`config.mk`:
```
export PLATFORM = sky130hd
export DESIGN_NAME = pwrup_delay_seq
export DESIGN_NICKNAME = d
export VERILOG_FILES = /design/src/rtl/pud_pkg.sv /design/src/rtl/pud_sync.sv /design/src/rtl/pud_count.sv /design/src/rtl/pud_ctrl.sv /design/src/rtl/pwrup_delay_seq.sv
export SDC_FILE = /design/constraint.sdc
export NUM_CORES = 1
export LEC_CHECK = 0
export ABC_CLOCK_PERIOD_IN_PS = 2050
export BUFFER_PORTS_ARGS = -buffer_cell sky130_fd_sc_hd__buf_2
export CAP_MARGIN = 10
export CORE_UTILIZATION = 55
export DETAILED_ROUTE_END_ITERATION = 10
export HOLD_SLACK_MARGIN = 0.08
export PLACE_DENSITY = 0.83
export REMOVE_ABC_BUFFERS = 1
export SLEW_MARGIN = 20
export SYNTH_ARGS = -nofsm -noshare
export SYNTH_HDL_FRONTEND = slang
export SYNTH_SLANG_ARGS = --single-unit
```
`constraint.sdc`:
```
create_clock -name clk -period 2.05 [get_ports clk]
set_input_delay 0.615 -clock clk [delete_from_list [all_inputs] [get_ports clk]]
set_output_delay 0.615 -clock clk [all_outputs]
set_load 0.005 [all_outputs]
```
`src/rtl/pud_pkg.sv`:
```
package pud_pkg;
  typedef enum logic [1:0] {
    ST_BROWN = 2'd0,
    ST_COUNT = 2'd1,
    ST_RUN   = 2'd2
  } pud_state_e;

  // strobes from control to the counter datapath
  typedef struct packed {
    logic clr;
    logic inc;
  } pud_strb_t;
endpackage

```
`src/rtl/pud_sync.sv`:
```
module pud_sync #(
  parameter int STAGES = 2
) (
  input  logic clk,
  input  logic rstN,
  input  logic asyncIn,
  output logic syncOut
);
  logic [STAGES-1:0] chain;

  always_ff @(posedge clk or negedge rstN) begin
    if (!rstN) chain <= '0;
    else       chain <= {chain[STAGES-2:0], asyncIn};
  end

  assign syncOut = chain[STAGES-1];


  sync_lag_chk: assert property (@(posedge clk) disable iff (!rstN)
    chain[1] == $past(chain[0]));
endmodule

```
`src/rtl/pud_count.sv`:
```
module pud_count
  import pud_pkg::*;
#(
  parameter int CNT_W = 11
) (
  input  logic      clk,
  input  logic      rstN,
  input  pud_strb_t strb,
  output logic      cntDone
);
  localparam logic [CNT_W-1:0] CNT_MAX = {CNT_W{1'b1}};

  logic [CNT_W-1:0] cnt;

  always_ff @(posedge clk or negedge rstN) begin
    if (!rstN)         cnt <= '0;
    else if (strb.clr) cnt <= '0;
    else if (strb.inc) cnt <= cnt + 1'b1;
  end

  assign cntDone = (cnt == CNT_MAX);


  cnt_step_chk: assert property (@(posedge clk) disable iff (!rstN)
    (strb.inc && !strb.clr) |=> cnt == CNT_W'($past(cnt) + 1'b1));

  cnt_clear_chk: assert property (@(posedge clk) disable iff (!rstN)
    strb.clr |=> cnt == '0);
endmodule

```
`src/rtl/pud_ctrl.sv`:
```
module pud_ctrl
  import pud_pkg::*;
(
  input  logic      clk,
  input  logic      rstN,
  input  logic      supGood,
  input  logic      delayCfgN,
  input  logic      cntDone,
  output pud_strb_t strb,
  output logic      holdRst,
  output logic      releasePulse
);
  pud_state_e state, nextState;
  logic relPulseQ;

  always_comb begin
    nextState = state;
    unique case (state)
      ST_BROWN: if (supGood) nextState = delayCfgN ? ST_RUN : ST_COUNT;
      ST_COUNT: if (!supGood) nextState = ST_BROWN;
                else if (cntDone) nextState = ST_RUN;
      ST_RUN:   if (!supGood) nextState = ST_BROWN;
      default:  nextState = ST_BROWN;
    endcase
  end

  always_ff @(posedge clk or negedge rstN) begin
    if (!rstN) begin
      state     <= ST_BROWN;
      relPulseQ <= 1'b0;
    end else begin
      state     <= nextState;
      relPulseQ <= (nextState == ST_RUN) && (state != ST_RUN);
    end
  end

  assign strb.clr     = (state == ST_BROWN);
  assign strb.inc     = (state == ST_COUNT);
  assign holdRst      = (state != ST_RUN);
  assign releasePulse = relPulseQ;


  brownout_force_chk: assert property (@(posedge clk) disable iff (!rstN)
    !supGood |=> state == ST_BROWN);

  full_count_chk: assert property (@(posedge clk) disable iff (!rstN)
    (state == ST_RUN && $past(state) == ST_COUNT) |-> $past(cntDone));

  bypass_cfg_chk: assert property (@(posedge clk) disable iff (!rstN)
    (state == ST_RUN && $past(state) == ST_BROWN) |-> $past(delayCfgN));

  pulse_edge_chk: assert property (@(posedge clk) disable iff (!rstN)
    releasePulse |-> (state == ST_RUN && $past(state) != ST_RUN));
endmodule

```
`src/rtl/pwrup_delay_seq.sv`:
```
module pwrup_delay_seq
  import pud_pkg::*;
#(
  parameter int CNT_W = 11
) (
  input  logic clk,
  input  logic rstN,
  input  logic supplyOk,
  input  logic delayCfgN,
  output logic holdRst,
  output logic releasePulse
);
  logic      supGood;
  logic      cntDone;
  pud_strb_t strb;

  pud_sync #(.STAGES(2)) uSync (
    .clk(clk), .rstN(rstN), .asyncIn(supplyOk), .syncOut(supGood)
  );

  pud_ctrl uCtrl (
    .clk(clk), .rstN(rstN), .supGood(supGood), .delayCfgN(delayCfgN),
    .cntDone(cntDone), .strb(strb), .holdRst(holdRst),
    .releasePulse(releasePulse)
  );

  pud_count #(.CNT_W(CNT_W)) uCount (
    .clk(clk), .rstN(rstN), .strb(strb), .cntDone(cntDone)
  );
endmodule

```
==> results.cfg, run 1 <==
[worst_setup_path]
crit_path_max_fanout = 17
cp-end-kind = output port
critPathRequiredTime_ns = 1.43
critical_path.startpoint_type = register
worst_path_class_setup = register to output port
cp_data_arrival_time_ns = 1.16

[final_layout]
layout_commonest_cell = sky130_fd_sc_hd__dfrtp_1
layout-area-overhead-vs-synth_pct = 8.36
antennaDiodeCount = 0
highest_count_cells_in_the_layout_ignoring_fill_and_taps = 16 x sky130_fd_sc_hd__dfrtp_1, 10 x sky130_fd_sc_hd__nand2_1, 5 x sky130_fd_sc_hd__nand3_1, 5 x sky130_fd_sc_hd__buf_2
drive_above_1_share_pct = 17.4
final_net_count = 92
finish.utilization_pct = 66.1
finish.instance_area_sq_um = 892

[floorplan]
start_util_pct = 61.0
die_width_um = 40.7
core_area_sq_um = 1350
std_cell_rows = 13
die_h_um = 40.7
num_io_pins = 6
die-area_sq_um = 1660

[grt]
grt_pass1_wl_um = 2280
number_of_antenna_violations_at_the_first_check_in_global_routing = 0
first_global_vias = 517
grt_util_all_layers_pct = 22.4
grt.overflow.total = 0
grt_max_degree = 18

[logic_synthesis]
yosysSeqAreaShare_pct = 48.6
synthesis.instances = 79
avgSynthCellArea_sq_um = 10.4
synth-warning-count = 0
unique_cell_type_count_in_the_yosys_netlist = 33
ys_seq_elements = 16
synth-main-ff-cell = sky130_fd_sc_hd__dfrtp_1
synth-edff-count = 0
mappedNetlistArea_sq_um = 823
synthArstFlopShare_pct = 100

[placement]
routability_congestion_estimate = 0.771
port_buffers = 5
dpl_worst_slack_ns = 0.464
half_perimeter_wire_length_of_the_detailed_placement_result_um = 1040
placement.cell_area_sq_um = 856

[cts]
clockRootBuffer = sky130_fd_sc_hd__clkbuf_4
ctsHtreeMaxLevel = 1
numCtsBuffers = 3
cts.repair.resized = 0
clkTransAtPathRegs_ns = 0.10
clock_tree.buffer_depth = 2
cts_hold_repair.buffers = 0
post-cts-setup-buffers = 0
cts_num_sinks = 16
tritoncts = built
clock_insertion_delay_at_the_later_pin_of_the_skew_report_ns = 0.29

[flow_run]
cap_violations = 0

[pwr]
cellPowerDensity_nw_per_um2 = 671
post-layout-total-power_mw = 0.599
vdd_ir_drop_max_v = 0.000426
p_leak_nw = 0.415

[route]
route.detailed.drc = 0
detail_route.vias_per_cell = 5.86
finalWirelength_um = 1470
wl_per_cell_um = 14.5
postRouteAntennaNets = 0
dr.first_iter.drc_count = 6
via_count = 592
firstDrtPassIters = 4

[sta]
finalWorstPathRequiredPeriod_ns = 1.77
grt_setup_unrepaired = no
timing.final.setup_violations = 0
slew_headroom_pct = 68.1
final_hold_viol_count = 0
fin_crit_sh_pct = 86.5
skew_ns = 0.00883
timing_max_transition_violations_final = 0
fmax_mhz = 564
tightest_slew_ns = 0.478
post-route-worst-setup-slack_ns = 0.277
setup_tns_ns = 0

[worst_hold_path]
worst_hold_path_type = input pin to asynchronous set/reset pin

[status]
run_status = complete, no violations
[report_power, final]
group          switching [mW]  internal [mW]
Combinational          0.0219         0.0240
Sequential             0.0166          0.325
Clock                   0.103          0.108
Total                   0.142          0.457
[stage by stage]
stage,hold slack (ns),std cells
2_1_floorplan,0.319,77
3_3_place_gp,0.344,97
3_5_place_dp,0.337,97
4_1_cts,0.220,101
5_1_grt,0.234,101
6_report,0.207,101
[worst paths after layout]
check / from / to / slack, ns / cells after the start
max in group asynchronous: rstN / uCount.cnt[9] / 1.58 / 1
hold reg to reg: uSync.chain[0] / uSync.chain[1] / 0.36 / 0
hold / removal: rstN / uCount.cnt[2] / 0.21 / 1
setup / recovery: uCtrl.state[1] / holdRst / 0.28 / 2
min in group clk: uSync.chain[0] / uSync.chain[1] / 0.36 / 0
setup reg to reg: uCount.cnt[0] / uCtrl.state[0] / 0.45 / 4
[per-layer routing]
| layer | vias up | part of all wire (%) | track usage, % |
|---|---|---|---|
| met3 | 2 | 4.6 | 10.3 |
| met2 | 13 | 46 | 34.1 |
| met1 | 269 | 49 | 28.0 |
| met4 | 0 | 0.82 | 7.50 |
| li1 | 308 | - | - |
| met5 | - | 0 | 0 |
[final cells by class]
cell class,count,area (sq um)
sequential,16,400
inverter,2,7.51
tap,15,18.8
clock buffer,4,36.3
fill,110,458
timing repair buffer,5,25.0
multi-input combinational,59,404
[logic make-up after synthesis]
family                   Yosys count  share of synthesized area [%]
flip-flops                        16                           48.6
AND/OR/NAND/NOR                   38                           29.3
multiplexers                       1                           1.37
AO/OA/AOI/OAI                     19                           16.9
adder cells (fa/ha/maj)            1                           1.52
buffers and inverters              4                           2.28
[cell usage after synthesis, drive strengths merged, types with 2 or more instances]
library cell / instances / area share (%)
a21boi: 3 / 2.7
a22o: 2 / 2.1
dfrtp: 16 / 49
inv: 2 / 0.91
nand2: 10 / 4.6
nand2b: 4 / 3.0
nand3: 5 / 3.0
nand4: 2 / 2.3
nor2: 3 / 1.4
nor2b: 3 / 3.2
nor3b: 2 / 1.8
o211ai: 3 / 2.7
o21ai: 4 / 2.4
o31ai: 2 / 1.8
or4: 3 / 2.7
[worst max-delay path, stage by stage, from the launching register on]
cell	delay, ns
sky130_fd_sc_hd__dfrtp_1	0.65
sky130_fd_sc_hd__nand2b_1	0.09
sky130_fd_sc_hd__buf_2	0.14
[flip-flops by register name (all words and copies together), names as in the netlist]
name / cells
uCtrl.releasePulse: 1
uSync.chain: 2
uCtrl.state: 2
uCount.cnt: 11
No activity file was read; power rests on OpenSTA's default activity.
==> run 2, diff against run 1 <==
- ABC_CLOCK_PERIOD_IN_PS: 2050 -> 2200
- HOLD_SLACK_MARGIN: 0.08 -> 0.02
- clock period: 2.05 -> 2.2 ns (I/O delays scaled with it)
==> results.cfg, run 2 (synthesized netlist as in run 1, its figures left out) <==
[status]
run_status = complete, no violations

[sta]
fmax_mhz = 537
finalWorstPathRequiredPeriod_ns = 1.86
final_hold_viol_count = 0
setup_tns_ns = 0
slew_headroom_pct = 67.3
skew_ns = 0.00230
grt_setup_unrepaired = no
timing_max_transition_violations_final = 0
timing.final.setup_violations = 0
tightest_slew_ns = 0.491
fin_crit_sh_pct = 84.6
post-route-worst-setup-slack_ns = 0.338
timing.hold.ws_ns = 0.261

[route]
wl_per_cell_um = 15.8
postRouteAntennaNets = 0
via_count = 641
dr.first_iter.drc_count = 22
firstDrtPassIters = 4
detail_route.vias_per_cell = 6.35
route.detailed.drc = 0
finalWirelength_um = 1600

[worst_setup_path]
worst-r2r-setup-slack_ns = 0.61
critical_path.startpoint_type = register
reg2reg_from = uCount.cnt[0]
r2r.worst_path.cells = 4
cp_data_arrival_time_ns = 1.20
critPathRequiredTime_ns = 1.54
worst_path_class_setup = register to output port
cp-end-kind = output port
crit-reg2reg-capture = uCtrl.state[0]
crit_path_max_fanout = 17

[pwr]
cellPowerDensity_nw_per_um2 = 633
p_leak_nw = 0.415
post-layout-total-power_mw = 0.564
vdd_ir_drop_max_v = 0.000426

[grt]
grt.overflow.total = 0
grt_pass1_wl_um = 2570
number_of_antenna_violations_at_the_first_check_in_global_routing = 0
grt_util_all_layers_pct = 24.4
first_global_vias = 599
grt_max_degree = 18

[floorplan]
die-area_sq_um = 1660
num_io_pins = 6
std_cell_rows = 13
die_width_um = 40.7
core_area_sq_um = 1350
die_h_um = 40.7
start_util_pct = 61.0

[final_layout]
highest_count_cells_in_the_layout_ignoring_fill_and_taps = 16 x sky130_fd_sc_hd__dfrtp_1, 10 x sky130_fd_sc_hd__nand2_1, 5 x sky130_fd_sc_hd__nand3_1, 5 x sky130_fd_sc_hd__buf_2
finish.utilization_pct = 66.1
largest_reg_flops = 11
max_flop_register = uCount.cnt
layout_top_registers = uCount.cnt: 11 flops, uCtrl.state: 2 flops, uSync.chain: 2 flops
nFillCells = 113
finish.instance_area_sq_um = 892
layout_commonest_cell = sky130_fd_sc_hd__dfrtp_1
antennaDiodeCount = 0
layout-area-overhead-vs-synth_pct = 8.36
drive_above_1_share_pct = 17.4
final_net_count = 92
final-instance-count-excl-fill = 101

[cts]
numCtsBuffers = 3
cts.repair.resized = 0
ctsHtreeMaxLevel = 1
cts_hold_repair.buffers = 0
tritoncts = built
clkTransAtPathRegs_ns = 0.10
clockRootBuffer = sky130_fd_sc_hd__clkbuf_4
post-cts-setup-buffers = 0
cts_num_sinks = 16
clock_insertion_delay_at_the_later_pin_of_the_skew_report_ns = 0.29
clock_tree.buffer_depth = 2

[worst_hold_path]
worst_hold_path_type = input pin to asynchronous set/reset pin

[placement]
port_buffers = 5
routability_congestion_estimate = 0.757
placement.cell_area_sq_um = 856
placed_cells_incl_taps = 97
dpl_worst_slack_ns = 0.642
half_perimeter_wire_length_of_the_detailed_placement_result_um = 1040

[flow_run]
cap_violations = 0
-- run 2: worst max-delay path, cell delays in order (launching register included) --
cell and delay (ns):
sky130_fd_sc_hd__dfrtp_1 0.66, sky130_fd_sc_hd__nand2b_1 0.11, sky130_fd_sc_hd__buf_2 0.14
-- run 2: worst max-delay path by stage --
stage,startpoint,end,slack (ns),depth (start not counted)
global placement,uCount.cnt[0],uCtrl.state[0],0.68,4
global route,uCtrl.state[1],holdRst,0.21,2
floorplan,uCount.cnt[0],uCtrl.state[0],0.75,4
detailed placement,uCount.cnt[0],uCtrl.state[0],0.64,4
finish,uCtrl.state[1],holdRst,0.34,2
CTS,uCtrl.state[1],holdRst,0.36,2
-- run 2: layout make-up --
class	instances	area, sq um	area share, %
multi-input cells	59	404	45.3
flip-flops and latches	16	400	44.9
clock buffers	4	36.3	4.07
repair buffers	5	25.0	2.81
well taps	15	18.8	2.10
inverters	2	7.51	0.842
-- run 2: routing by layer --
layer	up-vias	routed length (um)	GRT usage, %
met5	-	0	0
met3	4	57	4.89
met4	0	25	12.5
met2	16	756	40.1
li1	310	-	-
met1	311	757	30.4
-- run 2: power by group --
group / total, mW / switching [mW] / internal, mW
combinational: 0.0440 / 0.0214 / 0.0225
sequential: 0.319 / 0.0165 / 0.303
clock: 0.201 / 0.100 / 0.101
total: 0.564 / 0.138 / 0.426
==> run 3, diff against run 2 <==
- ABC_AREA: unset -> 1
- ABC_CLOCK_PERIOD_IN_PS: 2200 -> 1800
- clock period: 2.2 -> 1.8 ns (I/O delays scaled with it)
==> results.cfg, run 3 <==
[status]
run_status = complete, no violations

[worst_setup_path]
crit-reg2reg-capture = uCount.cnt[6]
cp-end-kind = output port
worst_path_class_setup = register to output port
reg2reg_from = uCount.cnt[0]
critPathRequiredTime_ns = 1.26
cell_by_cell_trace_of_the_critical_path = inv_4 > nor2_1 > inv_1 > buf_2
r2r.worst_path.cells = 8
slowest_delay_ns = 0.46
bufs_and_invs_on_worst_path = 3
crit_path_max_fanout = 8
critical_path.slowest_cell = sky130_fd_sc_hd__dfrtp_1
critical_path.top_delay_family = flip-flops
critical_path.startpoint_type = register
cp_data_arrival_time_ns = 1.16
worst-r2r-setup-slack_ns = 0.44

[route]
via_count = 600
wl_per_cell_um = 11.4
finalWirelength_um = 1370
route.detailed.drc = 0
total_met3_wirelength_after_detailed_routing_um = 39
route.layer.met1.wl_um = 660
route.top_layer_used = met4
postRouteAntennaNets = 0
dr.first_iter.drc_count = 15
firstDrtPassIters = 4
detail_route.vias_per_cell = 5.00
routed_length_on_met2_um = 648

[final_layout]
layout_commonest_cell = sky130_fd_sc_hd__nand2_1
highest_count_cells_in_the_layout_ignoring_fill_and_taps = 22 x sky130_fd_sc_hd__nand2_1, 16 x sky130_fd_sc_hd__dfrtp_1, 14 x sky130_fd_sc_hd__inv_1, 12 x sky130_fd_sc_hd__nor2_1, 6 x sky130_fd_sc_hd__a21oi_1
layout-area-overhead-vs-synth_pct = 10.2
max_flop_register = uCount.cnt
finish.instance_area_sq_um = 868
largest_reg_flops = 11
final_net_count = 111
final-instance-count-excl-fill = 120
drive_above_1_share_pct = 20.0
antennaDiodeCount = 0
layout_top_registers = uCount.cnt: 11 flops, uCtrl.state: 2 flops, uSync.chain: 2 flops
nFillCells = 107

[pwr]
cellPowerDensity_nw_per_um2 = 839
vdd_ir_drop_max_v = 0.000687
p_leak_nw = 0.414

[sta]
setup_tns_ns = 0
tightest_slew_ns = 0.437
skew_ns = 0.00527
timing.hold.ws_ns = 0.135
grt_setup_unrepaired = no
timing.final.setup_violations = 0
slew_headroom_pct = 70.8
timing_max_transition_violations_final = 0
final_hold_viol_count = 0
fmax_mhz = 587
finalWorstPathRequiredPeriod_ns = 1.70
fin_crit_sh_pct = 94.6

[logic_synthesis]
synthDominantAreaCellType = sky130_fd_sc_hd__dfrtp_1
ys_seq_elements = 16
synthTopCellsByCount = 22 x sky130_fd_sc_hd__nand2_1, 16 x sky130_fd_sc_hd__dfrtp_1, 14 x sky130_fd_sc_hd__inv_1
synth-main-ff-cell = sky130_fd_sc_hd__dfrtp_1
synth-edff-count = 0
mappedNetlistArea_sq_um = 788
synthArstFlopShare_pct = 100
netlist.area_leader.share_pct = 50.8
avgSynthCellArea_sq_um = 8.21
synthesis.instances = 96
yosysMostFrequentCell = sky130_fd_sc_hd__nand2_1
synth-warning-count = 0
yosysSeqAreaShare_pct = 50.8
synthTopCellsByArea = sky130_fd_sc_hd__dfrtp_1 51%, sky130_fd_sc_hd__nand2_1 10%, sky130_fd_sc_hd__inv_1 6.7%
unique_cell_type_count_in_the_yosys_netlist = 19

[grt]
grt.overflow.total = 0
first_global_vias = 522
grt_max_degree = 17
grt_util_all_layers_pct = 22.2
grt_pass1_wl_um = 2200
number_of_antenna_violations_at_the_first_check_in_global_routing = 0

[floorplan]
die-area_sq_um = 1590
num_io_pins = 6
std_cell_rows = 13
die_width_um = 39.9
die_h_um = 39.9
core_area_sq_um = 1320
start_util_pct = 59.8

[cts]
ctsHtreeMaxLevel = 1
tritoncts = built
clock_tree.buffer_depth = 2
cts_hold_repair.buffers = 0
numCtsBuffers = 3
clkTransAtPathRegs_ns = 0.10
clock_insertion_delay_at_the_later_pin_of_the_skew_report_ns = 0.29
post-cts-setup-buffers = 0
cts.repair.resized = 0
clockRootBuffer = sky130_fd_sc_hd__clkbuf_4
cts_num_sinks = 16

[placement]
routability_congestion_estimate = 0.794
placement.cell_area_sq_um = 832
placed_cells_incl_taps = 116
port_buffers = 5
half_perimeter_wire_length_of_the_detailed_placement_result_um = 1010

[worst_hold_path]
worst_hold_path_type = input pin to asynchronous set/reset pin

[flow_run]
cap_violations = 0
run 3: cell types whose count changed after synthesis, moves of 3 or more:
cell	previous run	this run
sky130_fd_sc_hd__a21oi_1	1	6
sky130_fd_sc_hd__inv_1	2	14
sky130_fd_sc_hd__nand2_1	10	22
sky130_fd_sc_hd__nand2_2	0	4
sky130_fd_sc_hd__nand2b_1	4	0
sky130_fd_sc_hd__nand3_1	5	2
sky130_fd_sc_hd__nor2_1	3	12
sky130_fd_sc_hd__o211ai_1	3	0
sky130_fd_sc_hd__or4_1	3	0
run 3: worst max path at each step:
stage	startpoint	to	slack, ns	depth (start not counted)
2_1_floorplan	uCtrl.state[1]	holdRst	0.58	3
3_3_place_gp	uCtrl.state[1]	holdRst	0.46	4
3_5_place_dp	uCtrl.state[1]	holdRst	0.43	4
4_1_cts	uCtrl.state[1]	holdRst	0.11	4
5_1_grt	uCtrl.state[1]	holdRst	0.003	4
6_report	uCtrl.state[1]	holdRst	0.1	4
run 3: metrics by stage:
stage	setup WS (ns)	util [%]	power, mW
finish	0.0975	65.9	0.728
floorplan	0.576	-	0.462
global route	0.00267	65.9	0.760
CTS	0.110	65.9	0.727
detailed placement	0.434	63.2	0.494
global placement	0.456	63.2	0.490
run 3: where the power goes:
part	switching, mW	internal (mW)
clock network	0.116	0.123
logic	0.0638	0.0313
registers	0.0180	0.375
run 3: layout make-up:
type	count	area (sq um)	area share, %
Clock buffer	4	36.3	4.18
Multi-Input combinational cell	64	325	37.5
Timing Repair Buffer	5	25.0	2.88
Sequential cell	16	400	46.1
Tap cell	15	18.8	2.16
Inverter	16	62.6	7.20
run 3: cells by family (layout without fill, tap and decap cells):
kind of cell             count (synthesis)  after routing  share of synthesized area [%]
AO/OA/AOI/OAI                           14             14                           9.68
buffers and inverters                   16             25                           7.94
adder cells (fa/ha/maj)                  1              1                           1.59
AND/OR/NAND/NOR                         49             49                           30.0
flip-flops                              16             16                           50.8
run 3: layer usage:
| layer | GRT usage, % | up-vias |
|---|---|---|
| li1 | - | 322 |
| met1 | 27.8 | 267 |
| met2 | 36.9 | 9 |
| met3 | 5.11 | 2 |
| met4 | 7.76 | 0 |
| met5 | 0 | - |
